[config.mk]
export PLATFORM = sky130hd
export DESIGN_NAME = reg_shifter
export DESIGN_NICKNAME = d
export VERILOG_FILES = /design/src/rtl/shifter_pkg.sv /design/src/rtl/shift_step.sv /design/src/rtl/reg_shifter.sv
export SDC_FILE = /design/constraint.sdc
export NUM_CORES = 1
export LEC_CHECK = 0
export ABC_AREA = 1
export BUFFER_PORTS_ARGS = -buffer_cell sky130_fd_sc_hd__buf_2
export CORE_UTILIZATION = 46
export CTS_CLUSTER_SIZE = 12
export DETAILED_ROUTE_END_ITERATION = 12
export PLACE_DENSITY_LB_ADDON = 0.12
export SKIP_LAST_GASP = 1
export SLEW_MARGIN = 20
export SYNTH_ARGS = -nofsm -noshare
export SYNTH_HDL_FRONTEND = slang
export SYNTH_SLANG_ARGS = --single-unit
[constraint.sdc]
create_clock -name clk -period 0.8 [get_ports clk]
set_clock_uncertainty 0.2 [all_clocks]
set_input_delay 0.24 -clock clk [delete_from_list [all_inputs] [get_ports clk]]
set_output_delay 0.24 -clock clk [all_outputs]
set_load 0.05 [all_outputs]
[src/rtl/shifter_pkg.sv]
package shifter_pkg;

    // Operation codes seen on op_sel
    localparam logic [2:0] OP_SHL  = 3'b000;
    localparam logic [2:0] OP_SHR  = 3'b001;
    localparam logic [2:0] OP_CIL  = 3'b010;
    localparam logic [2:0] OP_CIR  = 3'b011;
    localparam logic [2:0] OP_ASHL = 3'b100;
    localparam logic [2:0] OP_ASHR = 3'b101;

    // What enters the vacated end position
    typedef enum logic [1:0] {
        FILL_ZERO = 2'd0,
        FILL_WRAP = 2'd1,
        FILL_SIGN = 2'd2
    } fill_e;

endpackage

[src/rtl/shift_step.sv]
module shift_step
    import shifter_pkg::*;
#(
    parameter int WIDTH   = 16,
    parameter bit TO_LEFT = 1'b1
) (
    input  logic [WIDTH-1:0] word_i,
    input  fill_e            fill_i,
    output logic [WIDTH-1:0] word_o,
    output logic             lost_bit_o
);

    logic fill_bit;

    generate
        if (TO_LEFT) begin : g_left
            // Sign fill has no meaning toward the left; it inserts zero
            always_comb begin
                fill_bit   = (fill_i == FILL_WRAP) ? word_i[WIDTH-1] : 1'b0;
                word_o     = {word_i[WIDTH-2:0], fill_bit};
                lost_bit_o = word_i[WIDTH-1];
            end
        end else begin : g_right
            always_comb begin
                unique case (fill_i)
                    FILL_WRAP: fill_bit = word_i[0];
                    FILL_SIGN: fill_bit = word_i[WIDTH-1];
                    default:   fill_bit = 1'b0;
                endcase
                word_o     = {fill_bit, word_i[WIDTH-1:1]};
                lost_bit_o = word_i[0];
            end
        end
    endgenerate

endmodule

[src/rtl/reg_shifter.sv]
module reg_shifter
    import shifter_pkg::*;
#(
    parameter int WIDTH = 16
) (
    input  logic             clk,
    input  logic             rst_n,
    input  logic [2:0]       op_sel,
    input  logic [WIDTH-1:0] operand,
    output logic [WIDTH-1:0] shift_out,
    output logic             carry_out,
    output logic             ovf_out
);

    localparam int MSB = WIDTH - 1;

    typedef struct packed {
        logic [WIDTH-1:0] word;
        logic             carry;
        logic             ovf;
    } shift_state_t;

    shift_state_t state_d, state_q;

    fill_e            left_fill, right_fill;
    logic [WIDTH-1:0] left_word, right_word;
    logic             left_lost, right_lost;

    always_comb begin
        left_fill  = (op_sel == OP_CIL) ? FILL_WRAP : FILL_ZERO;
        if (op_sel == OP_CIR)       right_fill = FILL_WRAP;
        else if (op_sel == OP_ASHR) right_fill = FILL_SIGN;
        else                        right_fill = FILL_ZERO;
    end

    shift_step #(.WIDTH(WIDTH), .TO_LEFT(1'b1)) i_left (
        .word_i     (operand),
        .fill_i     (left_fill),
        .word_o     (left_word),
        .lost_bit_o (left_lost)
    );

    shift_step #(.WIDTH(WIDTH), .TO_LEFT(1'b0)) i_right (
        .word_i     (operand),
        .fill_i     (right_fill),
        .word_o     (right_word),
        .lost_bit_o (right_lost)
    );

    always_comb begin
        state_d = '{word: operand, carry: 1'b0, ovf: 1'b0};
        unique case (op_sel)
            OP_SHL, OP_CIL, OP_ASHL: begin
                state_d.word  = left_word;
                state_d.carry = left_lost;
                state_d.ovf   = (op_sel == OP_ASHL) && (operand[MSB] != operand[MSB-1]);
            end
            OP_SHR, OP_CIR, OP_ASHR: begin
                state_d.word  = right_word;
                state_d.carry = right_lost;
            end
            default: ;
        endcase
    end

    always_ff @(posedge clk or negedge rst_n) begin
        if (!rst_n) state_q <= '0;
        else        state_q <= state_d;
    end

    assign shift_out = state_q.word;
    assign carry_out = state_q.carry;
    assign ovf_out   = state_q.ovf;

    // Marks that the registered outputs stem from inputs sampled out of reset
    logic armed_q;
    always_ff @(posedge clk or negedge rst_n) begin
        if (!rst_n) armed_q <= 1'b0;
        else        armed_q <= 1'b1;
    end

    AST_RESET_CLEAR: assert property (@(posedge clk)
        !rst_n |-> (shift_out == '0 && !carry_out && !ovf_out));

    AST_OVF_ASHL_ONLY: assert property (@(posedge clk) disable iff (!rst_n)
        (armed_q && ovf_out) |-> ($past(op_sel) == OP_ASHL));

    AST_OVF_SIGN_CHANGE: assert property (@(posedge clk) disable iff (!rst_n)
        (armed_q && $past(op_sel) == OP_ASHL) |-> (ovf_out == (shift_out[MSB] != $past(operand[MSB]))));

    AST_ASHR_SIGN_KEPT: assert property (@(posedge clk) disable iff (!rst_n)
        (armed_q && $past(op_sel) == OP_ASHR) |-> (shift_out[MSB] == $past(operand[MSB]) && shift_out[MSB-1] == $past(operand[MSB])));

    AST_CIRC_NO_LOSS: assert property (@(posedge clk) disable iff (!rst_n)
        (armed_q && ($past(op_sel) == OP_CIL || $past(op_sel) == OP_CIR)) |-> ($countones(shift_out) == $countones($past(operand))));

    AST_ZERO_FILL: assert property (@(posedge clk) disable iff (!rst_n)
        (armed_q && ($past(op_sel) == OP_SHL || $past(op_sel) == OP_ASHL)) |-> !shift_out[0]);

    AST_LEFT_CARRY: assert property (@(posedge clk) disable iff (!rst_n)
        (armed_q && ($past(op_sel) == OP_SHL || $past(op_sel) == OP_CIL || $past(op_sel) == OP_ASHL)) |-> (carry_out == $past(operand[MSB])));

    AST_PASS_THROUGH: assert property (@(posedge clk) disable iff (!rst_n)
        (armed_q && $past(op_sel[2:1]) == 2'b11) |-> (shift_out == $past(operand) && !carry_out && !ovf_out));

endmodule

==> flow_summary_export.csv <==
group,metric,value,unit
status,outcome,"finished with violations",
status,violations,"hold timing, setup timing",
worst_setup_path,critPathKind,"register to primary output",
place,dp_hpwl,1480,um
grt,grt_max_degree,19,
worst_setup_path,worst-path-buf-inv,1,
detailed_routing,dr_wl_met2,1840,um
worst_setup_path,startpoint_type,"register",
synth,synth_most_common_cell,"nand2_1",
sta,hold_ws,-0.0410,ns
worst_setup_path,cp.arrival,0.88,ns
synth,netlist.area_leader.share,48.6,%
place,gp_congestion,0.803,
sta,fin_ws,-0.523,ns
detailed_routing,route.detailed.drc,0,
clocking,cts_tree,"built",
synth,ys_seq_area_share,48.6,%
detailed_routing,ant_nets,0,
final_layout,fin_nets,200,
grt,gr-usage-all-layers,27.1,%
worst_setup_path,cp_max_fo,1,
final_layout,fillCellCount,88,
detailed_routing,drtIter0Drc,26,
synth,netlist-cell-type-count,14,
detailed_routing,viasPerCell,5.05,
synth,postSynth.asyncResetShare,100,%
final_layout,utilization,89.2,%
floorplan,fp.coreArea,0.00180,mm^2
sta,finalHoldViolCount,8,
floorplan,die_w,46.9,um
worst_setup_path,crit_required,0.36,ns
floorplan,io_pins,39,
min_path,hold_path.class,"primary input to register",
detailed_routing,routed.top_layer,"met4",
worst_setup_path,cp_slowest_cell,"dfrtp_2",
pwr,ir_drop,1.70,mV
sta,finalSetupViolations,35,
sta,worst_pin_slew,0.265,ns
detailed_routing,drt-total-wl,3300,um
clocking,clockBufferDepth,2,
final_layout,area_growth,73.6,%
detailed_routing,drtPass1Iterations,4,
clocking,cts_htree_levels,1,
detailed_routing,avgRoutedWirePerCell,16.3,um
final_layout,multi_input_area,514,um^2
clocking,cts-root-buf,"clkbuf_4",
detailed_routing,m1WireLength,1300,um
synth,synth_warnings,0,
sta,clock.fmax,0.756,GHz
clocking,cts_sinks,18,
synth,synthTopCellsByArea,"dfrtp_1 49%, nand2_1 31%, inv_1 6.5%",
synth,synth_top_area_cell,"dfrtp_1",
floorplan,core.rowCount,15,
worst_setup_path,critPathLaunch,"shift_out[12]",
detailed_routing,vias,1026,
detailed_routing,wl_met3,124,um
sta,fin_crit_sh,165,%
min_path,worstHoldPathCells,3,
synth,netlist_area,926,um^2
synth,synth_seq_cells,18,
worst_setup_path,path_cells,"buf_6",
grt,antenna_found_initial,0,
clocking,hold_buffers,1,
final_layout,final-seq-area,472,um^2
place,io_buffers,38,
final_layout,drive_gt1_share,64.6,%
worst_setup_path,critPathMaxStageDelay,0.42,ns
synth,netlist_instances,126,
worst_setup_path,critical_path_depth,1,
final_layout,antennaDiodeCount,0,
job,maxCapViolations,0,
floorplan,dieArea,0.00220,mm^2
synth,synth_fp_nets,147,
worst_setup_path,end_kind,"primary output",
pwr,powerDensity,1720,mW/mm^2
sta,grt_setup_unrepaired,"yes",
floorplan,start_util,51.4,%
synth,ys.flop_type,"dfrtp_1",
synth,syn_area_per_cell,7.35,um^2
floorplan,dieHeight,46.9,um
pwr,leakage,0.865,nW
place,post-place-ws,-0.496,ns
grt,grt_first_pass_wirelength,4060,um
synth,synthTopCellsByCount,"77 x nand2_1, 18 x dfrtp_1, 16 x inv_1",
clocking,path_clk_slew,0.11,ns
clocking,cts_inserted_buffers,3,
grt,grt_overflow_total,0,
synth,synth_edf_count,0,
worst_setup_path,endpoint,"shift_out[12]",
sta,slew_headroom,82.3,%
sta,min_period,1.32,ns
grt,grt_pass1_vias,990,
worst_setup_path,crit_family,"flip-flops",
sta,timing.final.max_slew_violations,0,
==> area by class of cell <==
cell class | count | area share [%]
Tap cell | 25 | 1.95
Sequential cell | 18 | 29.3
Inverter | 17 | 4.12
Clock buffer | 4 | 2.26
Multi-Input combinational cell | 88 | 32.0
Timing Repair Buffer | 51 | 30.4
==> metrics by stage <==
| stage | instances | instance area [um^2] | total power (W) | hold slack, ns | setup TNS (ns) |
|---|---|---|---|---|---|
| finish | 203 | 1610 | 0.00276 | -0.0410 | -11.80 |
| global route | 203 | 1610 | 0.00286 | -0.0394 | -12.48 |
| CTS | 202 | 1500 | 0.00264 | -0.0383 | -10.75 |
| detailed placement | 195 | 1230 | 0.00187 | -0.0252 | -11.83 |
| global placement | 195 | 1230 | 0.00185 | -0.0260 | -11.31 |
| floorplan | 126 | 960 | 0.00160 | -0.256 | -6.56 |
==> layout by cell type (no fill, tap or decap), types with 2 or more instances in the layout <==
cell / Yosys / layout
nand2_1: 77 / 43
nand2_2: 1 / 28
buf_6: 2 / 28
dfrtp_2: 0 / 17
buf_2: 0 / 17
inv_1: 16 / 14
nand2_4: 0 / 7
clkbuf_4: 0 / 3
a21oi_4: 2 / 2
inv_2: 1 / 2
nand4_1: 2 / 2
buf_8: 0 / 2
buf_12: 0 / 2
==> where the power goes <==
part	internal [W]	switching [W]	leakage [nW]
clock network	0.000278	0.000299	0.0210
logic	0.000420	0.000705	0.646
registers	0.00101	0.0000464	0.197
total	0.00171	0.00105	0.865
==> logic make-up after synthesis <==
group                     share of synthesized area (%)
buffers and inverters                              10.1
DFF                                                48.6
AOI/OAI and AO/OA                                  3.51
and+or+nand+nor                                    36.8
xor gates and xnor gates                          0.946
==> repair_timing <==
item | 4_1_cts | 5_1_grt
gates resized for setup | 70 | 30
pin swaps | 21 | 18
endpoints found under the hold margin | 31 | 6
gates cloned | 2 | 0
setup endpoints to repair | 35 | 35
buffers inserted | 0 | 1
==> sequential cells by signal (all words and copies together), names as in the netlist <==
signal / count
carry_out: 1
shift_out: 16
ovf_out: 1
==> per-layer routing <==
metal	GRT usage (%)	vias up
li1	-	473
met4	11.4	0
met5	0	-
met2	52.5	41
met3	5.38	6
met1	27.8	506
==> how the worst min path moves through the flow <==
stage | from | end | slack, ns
floorplan | rst_n | carry_out | -0.26
detailed placement | rst_n | ovf_out | -0.03
global placement | rst_n | ovf_out | -0.03
CTS | operand[3] | shift_out[3] | -0.04
finish | operand[4] | shift_out[4] | -0.04
global route | operand[4] | shift_out[4] | -0.04
Note: power is estimated with default switching activity, not from simulation.
